$ cat src/rtl/spf_pkg.sv
package spf_pkg;
   typedef enum logic {PF_LEARNED = 1'b0, PF_NEXT = 1'b1} pf_mode_e;

   function automatic logic [63:0] blk_add(input logic [63:0] a, input logic [63:0] b);
      return a + b;
   endfunction
endpackage

$ cat src/rtl/spf_stride_det.sv
module spf_stride_det #(
   parameter int BLK_W = 32
) (
   input  logic             clk,
   input  logic             rst,
   input  logic             obs_go,
   input  logic [BLK_W-1:0] obs_blk,
   input  logic             next_mode,
   output logic             gen,
   output logic [BLK_W-1:0] tgt
);
   import spf_pkg::*;

   logic [BLK_W-1:0] last_blk, last_delta, delta;
   logic             have_last, have_delta;
   pf_mode_e         mode;
   logic [63:0]      sum;

   assign delta = obs_blk - last_blk;
   assign mode  = next_mode ? PF_NEXT : PF_LEARNED;

   always_comb begin
      if (mode == PF_NEXT) begin
         gen = obs_go;
         sum = blk_add(64'(obs_blk), 64'd1);
      end else begin
         gen = obs_go && have_delta && (delta == last_delta) && (delta != '0);
         sum = blk_add(64'(obs_blk), 64'(delta));
      end
   end
   assign tgt = sum[BLK_W-1:0];

   always_ff @(posedge clk) begin
      if (rst) begin
         last_blk   <= '0;
         last_delta <= '0;
         have_last  <= 1'b0;
         have_delta <= 1'b0;
      end else if (obs_go) begin
         last_blk   <= obs_blk;
         last_delta <= delta;
         have_last  <= 1'b1;
         have_delta <= have_last;
      end
   end
endmodule

$ cat src/rtl/spf_stream_buf.sv
module spf_stream_buf #(
   parameter int BLK_W = 32,
   parameter int N_ENT = 4
) (
   input  logic             clk,
   input  logic             rst,
   input  logic [BLK_W-1:0] lkp_blk,
   output logic             lkp_hit,
   input  logic             dm_go,
   input  logic [BLK_W-1:0] dm_blk,
   output logic             dm_hit,
   input  logic             fill_go,
   input  logic [BLK_W-1:0] fill_blk,
   input  logic             alloc_go,
   input  logic [BLK_W-1:0] alloc_blk,
   output logic             alloc_ok,
   output logic             xfer_valid,
   output logic [BLK_W-1:0] xfer_blk
);
   localparam int RW = (N_ENT > 1) ? $clog2(N_ENT) : 1;
   localparam logic [RW-1:0] OLDEST = RW'(N_ENT - 1);

   logic [N_ENT-1:0] vld, pend, want;
   logic [N_ENT-1:0] n_vld, n_pend, n_want;
   logic [BLK_W-1:0] blk   [N_ENT];
   logic [BLK_W-1:0] n_blk [N_ENT];
   logic [RW-1:0]    rank  [N_ENT];
   logic [RW-1:0]    n_rank[N_ENT];

   logic [N_ENT-1:0] dm_match, lkp_match, fill_match, ready_vec, old_vec;
   logic [RW-1:0]    xsel, vic, slot;
   logic             found;

   for (genvar g = 0; g < N_ENT; g++) begin : g_cmp
      assign dm_match[g]   = vld[g] && (blk[g] == dm_blk);
      assign lkp_match[g]  = vld[g] && (blk[g] == lkp_blk);
      assign fill_match[g] = vld[g] && pend[g] && (blk[g] == fill_blk);
      assign ready_vec[g]  = vld[g] && !pend[g] && want[g];
      assign old_vec[g]    = vld[g] && (rank[g] == OLDEST);
   end

   assign dm_hit  = |dm_match;
   assign lkp_hit = |lkp_match;

   always_comb begin
      xsel       = '0;
      xfer_valid = 1'b0;
      for (int i = 0; i < N_ENT; i++) begin
         if (!xfer_valid && ready_vec[i]) begin
            xsel       = RW'(i);
            xfer_valid = 1'b1;
         end
      end
   end
   assign xfer_blk = blk[xsel];

   always_comb begin
      vic = '0;
      for (int i = 0; i < N_ENT; i++) begin
         if (old_vec[i]) vic = RW'(i);
      end
   end

   // the oldest entry may be replaced only if no demand waits on it
   assign alloc_ok = !(&vld) || !(want[vic] || (dm_go && dm_match[vic]));

   always_comb begin
      n_vld  = vld;
      n_pend = pend;
      n_want = want;
      n_blk  = blk;
      n_rank = rank;
      for (int i = 0; i < N_ENT; i++) begin
         if (dm_go && dm_match[i])     n_want[i] = 1'b1;
         if (fill_go && fill_match[i]) n_pend[i] = 1'b0;
      end
      if (xfer_valid) begin
         for (int i = 0; i < N_ENT; i++) begin
            if (vld[i] && (rank[i] > rank[xsel])) n_rank[i] = rank[i] - RW'(1);
         end
         n_vld[xsel]  = 1'b0;
         n_want[xsel] = 1'b0;
      end
      slot  = '0;
      found = 1'b0;
      for (int i = 0; i < N_ENT; i++) begin
         if (!found && !n_vld[i]) begin
            slot  = RW'(i);
            found = 1'b1;
         end
      end
      for (int i = 0; i < N_ENT; i++) begin
         if (!found && (n_rank[i] == OLDEST)) begin
            slot  = RW'(i);
            found = 1'b1;
         end
      end
      if (alloc_go) begin
         for (int i = 0; i < N_ENT; i++) begin
            if (n_vld[i] && (RW'(i) != slot)) n_rank[i] = n_rank[i] + RW'(1);
         end
         n_vld[slot]  = 1'b1;
         n_pend[slot] = 1'b1;
         n_want[slot] = 1'b0;
         n_blk[slot]  = alloc_blk;
         n_rank[slot] = '0;
      end
   end

   always_ff @(posedge clk) begin
      if (rst) begin
         vld  <= '0;
         pend <= '0;
         want <= '0;
         for (int i = 0; i < N_ENT; i++) begin
            blk[i]  <= '0;
            rank[i] <= '0;
         end
      end else begin
         vld  <= n_vld;
         pend <= n_pend;
         want <= n_want;
         for (int i = 0; i < N_ENT; i++) begin
            blk[i]  <= n_blk[i];
            rank[i] <= n_rank[i];
         end
      end
   end
endmodule

$ cat src/rtl/spf_issue.sv
module spf_issue #(
   parameter int BLK_W = 32
) (
   input  logic             clk,
   input  logic             rst,
   input  logic             miss_go,
   input  logic [BLK_W-1:0] miss_blk,
   input  logic             miss_in_buf,
   input  logic             gen,
   input  logic [BLK_W-1:0] tgt,
   input  logic             pf_present,
   input  logic             alloc_ok,
   input  logic             dreq_ready,
   input  logic             preq_ready,
   output logic             miss_ready,
   output logic             dreq_valid,
   output logic [BLK_W-1:0] dreq_blk,
   output logic             preq_valid,
   output logic [BLK_W-1:0] cand_blk
);
   logic pf_pend;

   assign miss_ready = !dreq_valid || dreq_ready;
   assign preq_valid = pf_pend && !pf_present && !dreq_valid && alloc_ok;

   always_ff @(posedge clk) begin
      if (rst) begin
         dreq_valid <= 1'b0;
         dreq_blk   <= '0;
         pf_pend    <= 1'b0;
         cand_blk   <= '0;
      end else begin
         if (miss_go && !miss_in_buf) begin
            dreq_valid <= 1'b1;
            dreq_blk   <= miss_blk;
         end else if (dreq_ready) begin
            dreq_valid <= 1'b0;
         end
         if (miss_go) begin
            pf_pend <= gen;
            if (gen) cand_blk <= tgt;
         end else if ((preq_valid && preq_ready) || pf_present) begin
            pf_pend <= 1'b0;
         end
      end
   end
endmodule

$ cat src/rtl/stride_prefetch_unit.sv
module stride_prefetch_unit #(
   parameter int BLK_W = 32,
   parameter int N_ENT = 4
) (
   input  logic             clk,
   input  logic             rst,
   input  logic             next_blk_mode,
   input  logic             miss_valid,
   input  logic [BLK_W-1:0] miss_blk,
   output logic             miss_ready,
   output logic             dreq_valid,
   output logic [BLK_W-1:0] dreq_blk,
   input  logic             dreq_ready,
   output logic             preq_valid,
   output logic [BLK_W-1:0] preq_blk,
   input  logic             preq_ready,
   output logic [BLK_W-1:0] pf_probe_blk,
   input  logic             pf_probe_hit,
   input  logic             fill_valid,
   input  logic [BLK_W-1:0] fill_blk,
   output logic             xfer_valid,
   output logic [BLK_W-1:0] xfer_blk
);
   if (BLK_W < 4 || BLK_W > 64) begin : g_bad_width
      $error("stride_prefetch_unit: BLK_W must be within 4..64");
   end
   if (N_ENT < 2 || N_ENT > 64) begin : g_bad_depth
      $error("stride_prefetch_unit: N_ENT must be within 2..64");
   end

   logic             miss_go, miss_in_buf, gen, lkp_hit, pf_present, alloc_ok;
   logic [BLK_W-1:0] tgt, cand_blk;

   assign miss_go      = miss_valid && miss_ready;
   assign pf_present   = pf_probe_hit || lkp_hit;
   assign pf_probe_blk = cand_blk;
   assign preq_blk     = cand_blk;

   spf_stride_det #(.BLK_W(BLK_W)) u_det (
      .clk(clk), .rst(rst), .obs_go(miss_go), .obs_blk(miss_blk),
      .next_mode(next_blk_mode), .gen(gen), .tgt(tgt)
   );

   spf_stream_buf #(.BLK_W(BLK_W), .N_ENT(N_ENT)) u_buf (
      .clk(clk), .rst(rst),
      .lkp_blk(cand_blk), .lkp_hit(lkp_hit),
      .dm_go(miss_go), .dm_blk(miss_blk), .dm_hit(miss_in_buf),
      .fill_go(fill_valid), .fill_blk(fill_blk),
      .alloc_go(preq_valid && preq_ready), .alloc_blk(cand_blk), .alloc_ok(alloc_ok),
      .xfer_valid(xfer_valid), .xfer_blk(xfer_blk)
   );

   spf_issue #(.BLK_W(BLK_W)) u_iss (
      .clk(clk), .rst(rst), .miss_go(miss_go), .miss_blk(miss_blk),
      .miss_in_buf(miss_in_buf), .gen(gen), .tgt(tgt), .pf_present(pf_present),
      .alloc_ok(alloc_ok), .dreq_ready(dreq_ready), .preq_ready(preq_ready),
      .miss_ready(miss_ready), .dreq_valid(dreq_valid), .dreq_blk(dreq_blk),
      .preq_valid(preq_valid), .cand_blk(cand_blk)
   );
endmodule

$ cat config.mk
export PLATFORM = sky130hd
export DESIGN_NAME = stride_prefetch_unit
export DESIGN_NICKNAME = d
export VERILOG_FILES = /design/src/rtl/spf_pkg.sv /design/src/rtl/spf_stride_det.sv /design/src/rtl/spf_stream_buf.sv /design/src/rtl/spf_issue.sv /design/src/rtl/stride_prefetch_unit.sv
export SDC_FILE = /design/constraint.sdc
export NUM_CORES = 1
export LEC_CHECK = 0
export BUFFER_PORTS_ARGS = -buffer_cell sky130_fd_sc_hd__buf_4
export CAP_MARGIN = 20
export CORE_ASPECT_RATIO = 1.25
export CORE_MARGIN = 2
export CORE_UTILIZATION = 60
export DETAILED_ROUTE_END_ITERATION = 10
export PLACE_DENSITY_LB_ADDON = 0.25
export SLEW_MARGIN = 20
export SYNTH_ARGS = -nofsm -noshare
export SYNTH_HDL_FRONTEND = slang
export SYNTH_HIERARCHICAL = 1
export SYNTH_SLANG_ARGS = --single-unit
export TNS_END_PERCENT = 10
$ cat constraint.sdc
create_clock -name clk -period 10.3 [get_ports clk]
set_clock_uncertainty 0.05 [all_clocks]
set_input_delay 1.03 -clock clk [delete_from_list [all_inputs] [get_ports clk]]
set_output_delay 1.03 -clock clk [all_outputs]
set_load 0.02 [all_outputs]
======== After elaboration in Yosys (flattened, before gate mapping) ========
Index checks and enable logic that the tools add are counted.
word-level totals
  flip-flop bits (word level) ............. 280
  latch bits .............................. 0
  RAM bits ................................ 0
  bits in read-only memories .............. 0
  input bits .............................. 72
  output and inout port bits .............. 132
  logic and storage cells ................. 253
  memories ................................ 0
operators by class
  add/sub/neg operators ................... 11
  $mul .................................... 0
  div/mod/pow operators ................... 0
  order comparisons ....................... 12
  equal/unequal tests ..................... 23
  shift operators ......................... 0
  mux-type cells .......................... 77
  bitwise operators ....................... 11
  reductions and logical operators ........ 100
operators with widths
  cell                   count
  $eq 32x32->1           13
  $bwmux 128             1
  $mux 32                4
  $logic_and 1x1->1      66
  $bmux 32 s2            1
  $demux 32 s2           1
  $mux 2                 25
  $add 32x1->32 const B  1
  $add 32x32->32         1
  $mux 1                 32
  $reduce_bool 32->1     1
  $sub 32x32->32         1
  $logic_not 1->1        21
  $mux 4                 5
  $mux 8                 2
  $eq 2x2->1 const B     7
  $and 4x4->4            3
  $lt 2x3->1 const B     3
  $add 2x1->2 const B    4
  $and 8x8->8            1
  $gt 2x2->1             4
  $not 4->4              2
  $not 8->8              1
  $or 4x4->4             2
  16 further kinds       32

======== Longest topological paths before layout ========
  word-level depth ........................ 49
  depth in mapped cells ................... 26
  gate-level depth less buffers ........... 26

======== By module ========
Netlist, hierarchy kept.
by module, submodules not included
  module                times used  cells an instance  area an instance (um^2)  seq. area each (um^2)
  spf_stream_buf        1           1437               11915.2                  2962.8
  spf_stride_det        1           877                6732.7                   1321.3
  spf_issue             1           291                2781.4                   1321.3
  stride_prefetch_unit  1           35                 259.0                    0.0

======== Worst setup path before layout ========
OpenSTA, ideal clock, no wires.
  kind .................................... in2reg
  from .................................... input port miss_blk[0]
  to ...................................... register u_iss.cand_blk[29]
  library setup time ...................... 0.066 ns
  data arrival time ....................... 5.141 ns
  required time ........................... 10.184 ns
  setup slack ............................. 5.043 ns
  cell stages on the path ................. 24
  path buffers ............................ 0
  cells stage by stage .................... inv_1 -> ha_1 -> inv_1 -> fa_1 -> a21o_1 -> a22o_4 -> o21ai_0 -> nand2_1 -> xor2_1 -> nor2b_1 -> ha_1 -> a21o_1 -> a21o_1 -> a21o_1 -> a21oi_1 -> nor2b_1 -> o311ai_2 -> nand2_1 -> a221o_1 -> a41oi_1 -> nor2b_1 -> xnor2_1 -> nand2_2 -> a21oi_2
between the ends
  elaborated cells between the ends (all ways) .. 10
  classes of those cells .................. add/sub (3); eq/ne (1); mux (2); reduce/logical (4)
RTL lines
  item                    RTL line                    RTL
  start: declaration      stride_prefetch_unit.sv:9   input logic [BLK_W-1:0] miss_blk,
  $sub 32x32->32          spf_stride_det.sv:19        assign delta = obs_blk - last_blk;
  $add 32x32->32          spf_pkg.sv:5                return a + b;
  $mux 32 *               spf_stride_det.sv:23        if (mode == PF_NEXT) begin
  net tgt[29]             stride_prefetch_unit.sv:32  logic [BLK_W-1:0] tgt, cand_blk;
  end signal: assignment  spf_issue.sv:41             if (gen) cand_blk <= tgt;
  end: declaration        spf_issue.sv:19             output logic [BLK_W-1:0] cand_blk
Mark *: on every way through the listed nets, which the timed path passes. The rest lies on a longest branch.
A chain may end at the register's enable or synchronous reset.

======== Final worst setup path ========
  from .................................... register u_buf.vld[0]
  to ...................................... register u_buf/blk[3] (netlist bit)
between the ends
  cells in the longest elaborated chain, start to end .. 46
  elaborated cells between the ends (all ways) .. 98
  classes of those cells .................. order compare (8); eq/ne (4); mux (37); bitwise (4); reduce/logical (45)
ends and longest elaborated chain
  item                                                            RTL line               RTL
  start: declaration                                              spf_stream_buf.sv:23   logic [N_ENT-1:0] vld, pend, want;
  start signal: assignment                                        spf_stream_buf.sv:120  vld <= n_vld;
  $logic_and 1x1->1 (2 in a row)                                  spf_stream_buf.sv:38   assign ready_vec[g] = vld[g] && !pend[g] && want[g];
  $mux 1                                                          spf_stream_buf.sv:49   if (!xfer_valid && ready_vec[i]) begin
  $logic_not 1->1                                                 spf_stream_buf.sv:49
  $logic_and 1x1->1                                               spf_stream_buf.sv:49
  $mux 1                                                          spf_stream_buf.sv:49
  $logic_not 1->1                                                 spf_stream_buf.sv:49
  $logic_and 1x1->1                                               spf_stream_buf.sv:49
  $mux 1                                                          spf_stream_buf.sv:49
  [29 not listed]                                                 --
  $logic_and 1x1->1                                               spf_stream_buf.sv:93   if (!found && (n_rank[i] == OLDEST)) begin
  $mux 2                                                          spf_stream_buf.sv:93
  $not 2->3 (implied by the code)                                 spf_stream_buf.sv:105  n_blk[slot] = alloc_blk;
  $ge 3x3->1 (implied by the code) or $lt 3x1->1 (tied branches)  spf_stream_buf.sv:105
  $logic_and 1x1->1 (implied by the code)                         spf_stream_buf.sv:105
  $mux 32 (implied by the code)                                   spf_stream_buf.sv:105
  $demux 32 s2                                                    spf_stream_buf.sv:105
  $bwmux 128                                                      spf_stream_buf.sv:105
  end signal: indexed assignment                                  spf_stream_buf.sv:124  blk[i] <= n_blk[i];
  end: declaration                                                spf_stream_buf.sv:25   logic [BLK_W-1:0] blk [N_ENT];
Parallel ways exist; a longest one is shown, timed or not. The select of a mux whose other input is x is not followed.

==> flow_summary.json <==
{
  "final_layout_size_suffix_gt1_frac": 0.166,
  "yosys_warnings": 6,
  "initial_core_util": 0.610,
  "cp-start-kind": "register",
  "outcome": "complete, no violations",
  "maxCapViolations": 0,
  "clk_path_buf_depth": 3,
  "cts_max_level": 1,
  "io_buffers": 203,
  "ys_types": 105,
  "ys_seq_elements": 280,
  "synth-simple-area-share": 0.197,
  "fmax_mhz": 169,
  "ios": 204,
  "setup_viol": 0,
  "setup_tns_ns": 0,
  "grt_usage": 0.464,
  "yosys.area_share.adder": 0.0443,
  "postCtsSetupRepairBufs": 0,
  "synth_mux_area_frac": 0.102,
  "ys_async_sr_fraction": 0,
  "synth_fp_nets": 2786,
  "ir_drop_mv": 0.177,
  "synth_compound_area_frac": 0.133,
  "hpwlAfterDp_um": 65700,
  "drv_slew": 0,
  "yosysSeqAreaShare": 0.258,
  "synth-main-ff-cell": "dfxtp_1",
  "synthesis.instances": 2640,
  "die_w_um": 174,
  "cts_resized": 0,
  "synth_top_family_by_area": "simple AND/OR/NAND/NOR gates",
  "rows": 77,
  "post-route-min-period_ns": 5.93,
  "die_y_um": 217,
  "yosys.area_share.xor_xnor": 0.190,
  "drt_iter0_markers": 2383,
  "rsz0062_at_grt": "no",
  "wire_per_inst_um": 29.1,
  "dieArea_sq_mm": 0.0377,
  "postRouteAntennaNets": 0,
  "layout.cells.non_filler": 3108,
  "yosys.area.top_type_share": 0.258,
  "vias": 20500,
  "power_density_mw_per_mm2": 135,
  "core_sq_mm": 0.0356,
  "cts-root-buf": "clkbuf_16",
  "gp_congestion": 1.06,
  "post-route-period-util": 0.576,
  "grt_max_degree": 115,
  "critPathKind": "register to register",
  "required_ns": 10.67,
  "cts_made_buffers": 31,
  "hold_class": "register to register",
  "vias_per_cell": 6.59,
  "routed_wl_um": 90500,
  "grt_pass1_vias": 20200,
  "clk_pin_slew_worst_paths_ns": 0.06,
  "clock-sinks": 280,
  "final_net_count": 2758,
  "cp-end-kind": "register",
  "dp.cells": 3053,
  "crit_fanout": 37,
  "tightestPinTransition_ns": 1.08,
  "clk_latency_ns": 0.59,
  "avgSynthCellArea_sq_um": 8.22,
  "synth_area_sq_mm": 0.0217,
  "grt_pass1_wl_um": 129000,
  "grt-ovfl-total": 0,
  "slew_headroom": 0.280,
  "p_leak_nw": 10.2,
  "area_delta_synth_final_pct": 8.92,
  "dr.pass1.iters": 8,
  "cts_tree": "built",
  "post-route-drc-count": 0,
  "arrival_ns": 6.30,
  "synth_top_area_cell": "dfxtp_1",
  "synth_edf_count": 0,
  "hold_buffers": 0,
  "antenna_found_initial": 1,
  "synth.area.top_cells": "dfxtp_1 (26%), mux2i_1 (10%), xnor2_1 (9.3%), xor2_1 (9.2%), nor2_1 (5.1%)",
  "final_hold_viol_count": 0
}
==> Yosys cell counts (71+ instances only) <==
master and instances:
nand4_1 81, o21ai_0 71, clkbuf_1 182, xnor2_1 230, dfxtp_1 280, ha_1 72, a21oi_1 88, nor2_1 293
nor4_1 75, mux2i_1 218, nand2_1 152, xor2_1 227
==> per-stage QoR <==
stage / worst slack (ns) / hold WS (ns) / util / power (mW) / area (sq um)
floorplan: 5.04 / 0.384 / - / 1.77 / 21700
global placement: 4.21 / 0.398 / 0.635 / 2.01 / 22600
detailed placement: 4.04 / 0.407 / 0.635 / 2.03 / 22600
CTS: 4.54 / 0.415 / 0.664 / 3.16 / 23600
global route: 4.18 / 0.430 / 0.664 / 3.28 / 23600
finish: 4.37 / 0.413 / 0.664 / 3.18 / 23600
==> routing by layer <==
metal | part of all wire | track usage
met1 | 0.35 | 0.515
met4 | 0.10 | 0.414
met3 | 0.099 | 0.101
met2 | 0.45 | 0.749
met5 | 0.000088 | 0
==> flip-flops by register name, summed over array words and instances, names as in the netlist, 4 cells and up <==
| name | cells |
|---|---|
| u_det/last_delta | 32 |
| u_iss/cand_blk | 32 |
| u_det/last_blk | 32 |
| u_buf/vld | 4 |
| u_buf/want | 4 |
| u_buf/pend | 4 |
| u_buf/blk | 128 |
| u_iss/dreq_blk | 32 |
| u_buf/rank | 8 |
==> cells in the final DEF (no fill, tap or decap), types with 62 or more instances in the layout <==
cell type  count
xnor2_1      230
nand2_2       62
o21ai_0       71
nand2_1      149
inv_1         62
a21oi_1       88
dfxtp_1      280
xor2_1       227
ha_1          72
nor4_1        74
nor2_1       293
mux2i_1      218
buf_4        218
nand4_1       81
==> cell type report <==
cell class,count,area (sq um)
Multi-Input combinational cell,2017,14500
Fill cell,2925,11900
Sequential cell,280,5610
Timing Repair Buffer,219,1650
Clock buffer,42,897
Tap cell,474,593
Inverter,63,236
Clock inverter,12,148
Antenna cell,1,2.50
==> final timing paths <==
| path | end | depth (start not counted) | slack (ns) | start |
|---|---|---|---|---|
| worst max-delay path | u_buf/blk[3]$_SDFFE_PP0P_ | 19 | 4.37 | u_buf/vld[0]$_SDFF_PP0_ |
| worst min-delay path | u_iss/dreq_blk[17]$_SDFFE_PP0P_ | 2 | 0.41 | u_iss/dreq_blk[17]$_SDFFE_PP0P_ |
| worst max register to register | u_buf/blk[3]$_SDFFE_PP0P_ | 19 | 4.37 | u_buf/vld[0]$_SDFF_PP0_ |
| worst min register to register | u_iss/dreq_blk[17]$_SDFFE_PP0P_ | 2 | 0.41 | u_iss/dreq_blk[17]$_SDFFE_PP0P_ |
==> logic make-up (layout without fill, tap and decap cells) <==
logic type | Yosys count | in the layout
AO/OA/AOI/OAI | 403 | 403
XOR/XNOR | 463 | 463
adder cells (fa/ha/maj) | 76 | 76
buffers and inverters | 343 | 336
flip-flops | 280 | 280
multiplexers | 220 | 220
other | 0 | 1
AND/OR/NAND/NOR | 855 | 855
==> report_power, final <==
part | internal [mW] | total [mW] | switching [mW]
sequential | 1.12 | 1.18 | 0.0621
combinational | 0.330 | 0.848 | 0.518
clock | 0.680 | 1.15 | 0.473
==> critical path, stage by stage, from the launching register on <==
cell and delay, ns:
dfxtp_1 0.91, and3b_1 0.54, nor2_1 0.19, nand2_1 0.10, o21ai_0 0.08, a31oi_1 0.38, ha_1 0.32, nor2_1 0.18
inv_1 0.07, maj3_1 0.39, o21ai_0 0.35, nand2_1 0.10, ha_1 0.25, nor2b_1 0.14, o211a_2 0.24, a21oi_2 0.19
and4_2 0.25, buf_4 0.61, mux2i_1 0.29, nor2_1 0.07
Power figures use the tool's default switching activity.
